===== config.mk =====
export PLATFORM = sky130hd
export DESIGN_NAME = spi_preset_slave
export DESIGN_NICKNAME = d
export VERILOG_FILES = /design/src/rtl/spis_pkg.sv /design/src/rtl/spis_sync.sv /design/src/rtl/spis_fifo.sv /design/src/rtl/spi_preset_slave.sv
export SDC_FILE = /design/constraint.sdc
export NUM_CORES = 1
export LEC_CHECK = 0
export ABC_AREA = 1
export BUFFER_PORTS_ARGS = -buffer_cell sky130_fd_sc_hd__buf_2
export CORE_ASPECT_RATIO = 0.8
export CORE_MARGIN = 10
export CORE_UTILIZATION = 60
export CTS_CLUSTER_SIZE = 10
export DETAILED_ROUTE_END_ITERATION = 10
export GPL_ROUTABILITY_DRIVEN = 0
export PLACE_DENSITY_LB_ADDON = 0.1
export SETUP_SLACK_MARGIN = 0.15
export SLEW_MARGIN = 20
export SYNTH_ARGS = -nofsm -noshare
export SYNTH_HDL_FRONTEND = slang
export SYNTH_SLANG_ARGS = --single-unit

===== constraint.sdc =====
create_clock -name clk -period 2.6 [get_ports clk]
set_input_delay 0.13 -clock clk [delete_from_list [all_inputs] [get_ports clk]]
set_output_delay 0.13 -clock clk [all_outputs]
set_load 0.05 [all_outputs]

===== src/rtl/spis_pkg.sv =====
package spis_pkg;
    typedef struct packed {
        logic rise;
        logic fall;
        logic sel;
        logic desel;
    } spis_evt_t;
endpackage


===== src/rtl/spis_sync.sv =====
module spis_sync #(
    parameter int             W       = 1,
    parameter logic [W-1:0]   RST_VAL = '0
) (
    input  logic         clk,
    input  logic         rst_n,
    input  logic [W-1:0] d,
    output logic [W-1:0] q
);
    typedef struct packed {
        logic [W-1:0] meta;
        logic [W-1:0] stable;
    } sync_t;

    sync_t s_d, s_q;

    always_comb begin
        s_d        = s_q;
        s_d.meta   = d;
        s_d.stable = s_q.meta;
    end

    always_ff @(posedge clk or negedge rst_n) begin
        if (!rst_n) s_q <= '{meta: RST_VAL, stable: RST_VAL};
        else        s_q <= s_d;
    end

    assign q = s_q.stable;
endmodule


===== src/rtl/spis_fifo.sv =====
module spis_fifo #(
    parameter int  DEPTH = 8,
    parameter int  W     = 8,
    localparam int PW    = $clog2(DEPTH),
    localparam int CW    = $clog2(DEPTH + 1)
) (
    input  logic          clk,
    input  logic          rst_n,
    input  logic          push,
    input  logic [W-1:0]  push_data,
    input  logic          pop,
    output logic [W-1:0]  head,
    output logic [CW-1:0] count
);
    typedef struct packed {
        logic [DEPTH-1:0][W-1:0] mem;
        logic [PW-1:0]           rd;
        logic [PW-1:0]           wr;
        logic [CW-1:0]           cnt;
    } fifo_t;

    fifo_t f_d, f_q;
    logic  do_push, do_pop;

    function automatic logic [PW-1:0] bump(input logic [PW-1:0] p);
        return (p == PW'(DEPTH - 1)) ? '0 : p + 1'b1;
    endfunction

    always_comb begin
        f_d     = f_q;
        do_push = push && (f_q.cnt < CW'(DEPTH));
        do_pop  = pop && (f_q.cnt != '0);
        if (do_push) begin
            f_d.mem[f_q.wr] = push_data;
            f_d.wr          = bump(f_q.wr);
        end
        if (do_pop) f_d.rd = bump(f_q.rd);
        f_d.cnt = f_q.cnt + CW'(do_push) - CW'(do_pop);
    end

    always_ff @(posedge clk or negedge rst_n) begin
        if (!rst_n) f_q <= '0;
        else        f_q <= f_d;
    end

    assign head  = f_q.mem[f_q.rd];
    assign count = f_q.cnt;

    p_no_overflow_r3: assert property (@(posedge clk) disable iff (!rst_n)
        f_q.cnt <= CW'(DEPTH));
    p_pop_moves_r3: assert property (@(posedge clk) disable iff (!rst_n)
        (pop && f_q.cnt != '0 && !push) |=> (f_q.cnt == $past(f_q.cnt) - 1'b1));
endmodule


===== src/rtl/spi_preset_slave.sv =====
module spi_preset_slave #(
    parameter int          DATA_W     = 8,
    parameter int          FIFO_DEPTH = 8,
    parameter logic [7:0]  PRESET_RST = 8'h10,
    localparam int         BCW        = $clog2(DATA_W),
    localparam int         CW         = $clog2(FIFO_DEPTH + 1)
) (
    input  logic              clk,
    input  logic              rst_n,
    input  logic              slave_en,
    input  logic              cmd_mode,
    input  logic              two_wire,
    input  logic              miso_oe_en,
    input  logic              fifo_dir_out,
    input  logic              first_ie,
    input  logic              preset_we,
    input  logic [DATA_W-1:0] preset_wdata,
    input  logic              host_push,
    input  logic [DATA_W-1:0] host_wdata,
    input  logic              host_pop,
    output logic [DATA_W-1:0] host_rdata,
    output logic [CW-1:0]     fifo_count,
    input  logic              first_if_clr,
    input  logic              sck_i,
    input  logic              cs_n_i,
    input  logic              mosi_i,
    input  logic              miso_i,
    output logic              miso_o,
    output logic              miso_oe,
    output logic              st_selected,
    output logic              st_cmd_rcvd,
    output logic              st_preset_load,
    output logic              first_if,
    output logic              irq
);
    import spis_pkg::*;

    typedef struct packed {
        logic [DATA_W-1:0] preset;
        logic [DATA_W-1:0] tx;
        logic [DATA_W-2:0] rx;
        logic [BCW-1:0]    cnt;
        logic              rise_seen;
        logic              first_pend;
        logic              sel;
        logic              cmd;
        logic              load;
        logic              fif;
        logic              sck_p;
        logic              cs_p;
    } eng_t;

    eng_t              e_d, e_q;
    spis_evt_t         ev;
    logic              cs_s, sck_s, din_s;
    logic [DATA_W-1:0] rx_byte, f_head, f_pdata;
    logic [CW-1:0]     f_cnt;
    logic              byte_done, first_done, shift_pop, f_push, f_pop;

    spis_sync #(.W(3), .RST_VAL(3'b100)) u_sync (
        .clk   (clk),
        .rst_n (rst_n),
        .d     ({cs_n_i, sck_i, two_wire ? miso_i : mosi_i}),
        .q     ({cs_s, sck_s, din_s})
    );

    always_comb begin
        ev.rise  = sck_s & ~e_q.sck_p;
        ev.fall  = ~sck_s & e_q.sck_p;
        ev.sel   = ~cs_s & e_q.cs_p;
        ev.desel = cs_s & ~e_q.cs_p;
    end

    always_comb begin
        e_d        = e_q;
        byte_done  = 1'b0;
        first_done = 1'b0;
        shift_pop  = 1'b0;
        rx_byte    = {e_q.rx, din_s};
        e_d.load   = 1'b0;
        e_d.sck_p  = sck_s;
        e_d.cs_p   = cs_s;
        if (preset_we) e_d.preset = preset_wdata;

        if (!slave_en || ev.desel) begin
            e_d.sel       = 1'b0;
            e_d.cnt       = '0;
            e_d.rise_seen = 1'b0;
        end else if (ev.sel) begin
            e_d.sel        = 1'b1;
            e_d.tx         = e_q.preset;
            e_d.cnt        = '0;
            e_d.rise_seen  = 1'b0;
            e_d.first_pend = 1'b1;
            e_d.load       = 1'b1;
            e_d.cmd        = 1'b0;
        end else if (e_q.sel) begin
            if (ev.rise) begin
                e_d.rx        = rx_byte[DATA_W-2:0];
                e_d.cnt       = e_q.cnt + 1'b1;
                e_d.rise_seen = 1'b1;
                if (e_q.cnt == BCW'(DATA_W - 1)) begin
                    byte_done = 1'b1;
                    if (e_q.first_pend) begin
                        first_done     = 1'b1;
                        e_d.first_pend = 1'b0;
                        if (cmd_mode) e_d.cmd = 1'b1;
                    end
                end
            end else if (ev.fall && e_q.rise_seen) begin
                e_d.rise_seen = 1'b0;
                if (e_q.cnt == '0) begin
                    if (fifo_dir_out && f_cnt != '0) begin
                        e_d.tx    = f_head;
                        shift_pop = 1'b1;
                    end else begin
                        e_d.tx = '1;
                    end
                end else begin
                    e_d.tx = {e_q.tx[DATA_W-2:0], 1'b1};
                end
            end
        end
        e_d.fif = first_done | (e_q.fif & ~first_if_clr);
    end

    always_ff @(posedge clk or negedge rst_n) begin
        if (!rst_n) begin
            e_q        <= '0;
            e_q.preset <= PRESET_RST[DATA_W-1:0];
            e_q.tx     <= '1;
            e_q.cs_p   <= 1'b1;
        end else begin
            e_q <= e_d;
        end
    end

    assign f_push  = fifo_dir_out ? host_push : byte_done;
    assign f_pdata = fifo_dir_out ? host_wdata : rx_byte;
    assign f_pop   = fifo_dir_out ? shift_pop : host_pop;

    spis_fifo #(.DEPTH(FIFO_DEPTH), .W(DATA_W)) u_fifo (
        .clk       (clk),
        .rst_n     (rst_n),
        .push      (f_push),
        .push_data (f_pdata),
        .pop       (f_pop),
        .head      (f_head),
        .count     (f_cnt)
    );

    assign host_rdata     = f_head;
    assign fifo_count     = f_cnt;
    assign miso_o         = e_q.tx[DATA_W-1];
    assign miso_oe        = slave_en & miso_oe_en & e_q.sel & (~two_wire | fifo_dir_out);
    assign st_selected    = e_q.sel;
    assign st_cmd_rcvd    = e_q.cmd;
    assign st_preset_load = e_q.load;
    assign first_if       = e_q.fif;
    assign irq            = e_q.fif & first_ie;

    p_oe_gate_r10: assert property (@(posedge clk) disable iff (!rst_n)
        miso_oe |-> (st_selected && miso_oe_en));
    p_load_pulse_r7: assert property (@(posedge clk) disable iff (!rst_n)
        st_preset_load |=> !st_preset_load);
    p_cmd_needs_mode_r8: assert property (@(posedge clk) disable iff (!rst_n)
        $rose(e_q.cmd) |-> $past(cmd_mode));
    p_desel_clears_r6: assert property (@(posedge clk) disable iff (!rst_n)
        $fell(e_q.sel) |-> (e_q.cnt == '0 && !e_q.rise_seen));
    p_w1c_r9: assert property (@(posedge clk) disable iff (!rst_n)
        (first_if_clr && !first_done) |=> !first_if);
    p_disabled_idle_r12: assert property (@(posedge clk) disable iff (!rst_n)
        !slave_en |=> !st_selected);
endmodule


# After elaboration in Yosys (flattened, before gate mapping)

Cells that the tools add are included.

$add $sub $neg: 5
Magnitude comparators: 4
Equality and inequality tests: 4
Mux-type cells: 52
Bitwise gates (word level): 19
Reductions and logical operators: 25

Operator list:

| kind                                                | count |
|---|---|
| bitwise mux 64 bit                                  | 1 |
| two-way mux 8 bit                                   | 8 |
| two-way mux 1 bit                                   | 35 |
| binary-select mux 8 bit (select 3 bit)              | 1 |
| demux 8 bit (select 3 bit)                          | 1 |
| two-way mux 20 bit                                  | 1 |
| nonzero test 2 bit                                  | 7 |
| AND reduction 4 bit                                 | 3 |
| two-way mux 10 bit                                  | 1 |
| adder 3 x 1 -> 3 bit (second input constant)        | 3 |
| bitwise AND 1 bit                                   | 9 |
| == test 3 bit (second input constant)               | 3 |
| < comparator 3 x 4 -> 1 bit (second input constant) | 2 |
| inverter 1 bit                                      | 8 |
| nonzero test 4 bit                                  | 2 |
| two-way mux 3 bit                                   | 2 |
| AND reduction 6 bit                                 | 1 |
| nonzero test 3 bit                                  | 2 |
| logical AND 1 bit                                   | 5 |
| two-way mux 5 bit                                   | 1 |
| adder 4 x 1 -> 4 bit                                | 1 |
| < comparator 4 bit (second input constant)          | 1 |
| two-way mux 4 bit                                   | 1 |
| AND reduction 2 bit                                 | 2 |
| 7 further kinds                                     | 8 |

Register bits: 114
Output and inout bits: 19

# Longest topological paths before layout

Word-level depth: 12
Mapped depth: 15
Depth with buffers taken out: 15

# By module

Synthesis repeated with hierarchy kept, for this count alone.

Cell total of the unflattened synthesis: 740
Area, all modules: 6182.2 um^2

Modules (own cells, without submodules):

| module           | instances | cells an instance | area an instance (um^2) |
|---|---|---|---|
| spis_fifo        | 1         | 497               | 4113.9 |
| spi_preset_slave | 1         | 237               | 1915.6 |
| spis_sync        | 1         | 6                 | 152.6 |

# Worst setup path after synthesis

No wires, ideal clock.

Kind: register -> register
Start point: register e_q[0] (netlist name)
End point: register u_fifo.f_q (netlist bit u_fifo.count[2])
Setup time: 0.123 ns
Data arrival time: 2.253 ns
Slack: 0.224 ns
Stages on the path, launching flop included: 16
Path buffers: 0
Cell sequence: dfstp_2 -> inv_1 -> nor2_4 -> inv_1 -> nand2_2 -> nor2_1 -> nand2_1 -> nand2_1 -> nand2_1 -> inv_1 -> ha_1 -> inv_1 -> ha_1 -> inv_1 -> fa_1 -> xnor2_1

RTL lines:

| item                   | RTL line               | source |
|---|---|---|
| start: declaration     | spi_preset_slave.sv:53 | `eng_t e_d, e_q;` |
| end signal: assignment | spis_fifo.sv:42        | `if (!rst_n) f_q <= '0;` |
| end signal: assignment | spis_fifo.sv:43        | `else f_q <= f_d;` |
| end: declaration       | spis_fifo.sv:22        | `fifo_t f_d, f_q;` |

==> metrics.md <==
| Metric | Value |
|---|---|
| Chip width | 133 um |
| RSZ-0062 raised after global routing | yes |
| Fin crit period | 2.39 ns |
| Largest net degree at the start of global routing | 73 |
| Drt via density | 5.40 |
| Reg2reg path depth | 15 |
| Worst Hold Endpoint | e_q[30] |
| Syn nets | 849 |
| Power Dens Cells | 1170 nW/um2 |
| DR iter-0 viols | 772 |
| Core area | 9770 um2 |
| Period utilisation layout | 91.9% |
| All-layer global routing usage | 22.7% |
| Buf/Inv on CP | 5 |
| Fmax achieved | 418 MHz |
| Yosys reg bits | 114 |
| Arr. time, crit path | 2.70 ns |
| CP Capture Type | flip-flop |
| Clk buf depth | 2 |
| Largest stage delay on the critical path | 0.49 ns |
| CTS buffer count | 17 |
| Routed wire length per instance | 16.0 um |
| Ys Warns | 0 |
| First-pass GRT wire length | 26,400 um |
| CTS tree | yes |
| Fin Hold WS | 0.0478 ns |
| Top-Level Pins | 51 |
| Htree depth | 4 |
| # clock sinks | 114 |
| CP delay by family, top | adder cells |
| Worst r2r src | u_fifo.count[2] |
| Final instance area | 7280 um2 |
| Initial Util | 62.3% |
| Hold Fails Final Rpt | 0 |
| Die Area | 14,600 um2 |
| Synth unique cells | 32 |
| Rows | 32 |
| Internal reg-to-reg setup slack | 0.21 ns |
| Antenna violations before repair | 0 |
| Commonest non-fill, non-tap cells in the layout | 279 x nand2_1, 130 x inv_1, 101 x dfrtp_1 |
| Area delta synth->final | 19.6% |
| Status | finished clean |
| Routed Antenna Nets | 0 |
| Via count | 5,565 |
| Clock Tree Root | clkbuf_16 |
| Die Y-Extent | 110 um |
| Pleak | 3.97 nW |
| Peak VDD IR | 874 uV |
| Area of the mapped netlist | 6090 um2 |
| CP Launch Type | flip-flop |
| Clock Skews | 0.00888 ns |
| Synth Area per Inst | 7.57 um2 |
| Layout cells sized above 1 | 16.1% |
| Clock Pin Slew Worst Setup and Hold Paths | 0.05 ns |
| Slowest CP cell | fa_1 |
| HP Class | input port to flip-flop |
| Input/output buffers | 50 |
| Skew-Pair Late Insertion Delay | 0.42 ns |
| Commonest non-fill, non-tap cell in the layout | nand2_1 |
| Overflow left after global routing | 0 |
| Worst-path fanout max | 3 |
| Number of global-route vias before repair | 5,228 |
| Hold path depth | 3 |
| Drc violations | 0 |
| Final setup TNS | 0 ns |
| Worst-path cell chain | inv_2, ha_4, nand3_2, nand2_2, nor2_4, nand2_1, nand2_2, nand2_2, inv_1, ha_1, inv_2, ha_2, inv_1, fa_1, inv_1 |
| Routed WL | 16,400 um |
| Max-Cap Viols | 0 |
| Sequential-to-total area share from yosys stat | 47.1% |
| # diodes | 0 |
| Final HPWL DP | 10,400 um |
| Slew Limit Fails | 0 |
| Syn Inst Count | 804 |
| Reg2reg end | u_fifo.count[1] |
| Pre-antenna DRT Iters | 8 |
| Setup violators final | 0 |
| FILL cells | 741 |
| Crit. path cell count | 15 |
| Max transition margin | 31.4% |
| Worst slew pin tran | 1.02 ns |
| Crit path kind | flip-flop to flip-flop |
| Hold wc startpoint | preset_we |
| CP required | 2.91 ns |
| Placed cell areas | 6450 um2 |
| Fin nets | 927 |
[final cells by class]
class / instances / area [um2] / share of cell area, %
flip-flops and latches: 114 / 2870 / 39.4
multi-input cells: 518 / 2500 / 34.3
repair buffers: 95 / 666 / 9.14
inverters: 136 / 510 / 7.01
clock buffers: 27 / 493 / 6.77
well taps: 136 / 170 / 2.34
clock inverters: 5 / 75.1 / 1.03
[kinds of logic after synthesis]
| logic type | count (synthesis) | synth area share [%] |
|---|---|---|
| fa+ha+maj | 13 | 2.80 |
| mux | 1 | 0.185 |
| simple gates | 447 | 32.3 |
| flops | 114 | 47.1 |
| buf+inv | 172 | 12.4 |
| compound gates | 55 | 4.89 |
| xor+xnor | 2 | 0.288 |
[through the flow]
step | util (%) | std cells | total power (W) | setup WS [ns]
6_report | 74.5 | 1031 | 0.00855 | 0.210
5_1_grt | 74.5 | 1031 | 0.00909 | 0.128
4_1_cts | 73.7 | 1024 | 0.00845 | 0.157
2_1_floorplan | - | 804 | 0.00522 | 0.224
3_5_place_dp | 66.0 | 973 | 0.00611 | 0.105
3_3_place_gp | 66.0 | 973 | 0.00600 | 0.201
[worst register-to-register path, stage by stage, from the launching register on]
cell     delay (ns)
dfrtp_1        0.39
inv_2          0.09
ha_4           0.14
nand3_2        0.10
nand2_2        0.10
nor2_4         0.05
nand2_1        0.08
nand2_2        0.08
nand2_2        0.09
inv_1          0.05
ha_1           0.29
inv_2          0.06
ha_2           0.17
inv_1          0.05
fa_1           0.49
inv_1          0.05
[cells in the mapped netlist]
cell type	count	area [um2]
o21ai_2	1	8.76
clkinv_1	1	3.75
clkbuf_1	5	18.8
buf_4	7	52.6
o21ai_0	22	110
buf_8	1	15.0
nand2_2	1	6.26
mux2_2	1	11.3
inv_2	1	3.75
inv_1	134	503
nor2_4	2	22.5
nand3_1	63	315
o21a_1	1	7.51
a21oi_4	1	16.3
nand3_2	1	10.0
dfrtp_1	102	2550
dfstp_2	12	315
nor2_1	25	93.8
nor2_2	7	43.8
buf_1	2	7.51
xnor2_1	2	17.5
fa_1	1	20.0
nand2_4	1	11.3
ha_1	12	150
buf_2	14	70.1
o22ai_1	2	12.5
buf_6	7	78.8
nand4_1	65	407
o21ai_1	8	40.0
a21oi_1	19	95.1
nand2_1	282	1060
o21bai_1	1	7.51
[registers in the layout (all words and copies together), names as in the netlist]
name	cells
e_q	29
first_if	1
miso_o	1
st_cmd_rcvd	1
st_preset_load	1
st_selected	1
u_fifo.count	4
u_fifo.f_q	70
u_sync.q	3
u_sync.s_d	3
[layer usage]
metal  vias up  global-route usage, %  wire, um
met4         0                   8.39       331
met5         -                      0         0
met3        33                   5.79      1260
met2       218                   35.6      7610
met1      2630                   30.1      7250
li1       2684                      -         -
[worst max path at each step]
stage                          startpoint               to  slack (ns)
after floorplan                    e_q[0]  u_fifo.count[2]        0.22
after global placement             e_q[0]  u_fifo.count[2]        0.20
after detailed placement           e_q[0]  u_fifo.count[1]        0.11
after CTS                 u_fifo.count[2]  u_fifo.count[1]        0.16
after global routing               e_q[0]  u_fifo.count[1]        0.13
final                     u_fifo.count[2]  u_fifo.count[1]        0.21
[repair_timing]
item	in CTS	in global routing
endpoints found under the hold margin	62	0
hold buffers	15	0
endpoints found under the setup margin	2	3
resized for setup	4	9
gates cloned	0	0
setup buffers	4	7
pin swaps	3	3
[report_power, final]
group / internal (W) / switching (W) / leakage [nW] / total [W]
clock: 0.00148 / 0.000777 / 0.279 / 0.00226
sequential: 0.00235 / 0.000365 / 1.46 / 0.00271
combinational: 0.00108 / 0.00250 / 2.23 / 0.00358
total: 0.00490 / 0.00365 / 3.97 / 0.00855
Note: power is estimated with default switching activity, not from simulation.
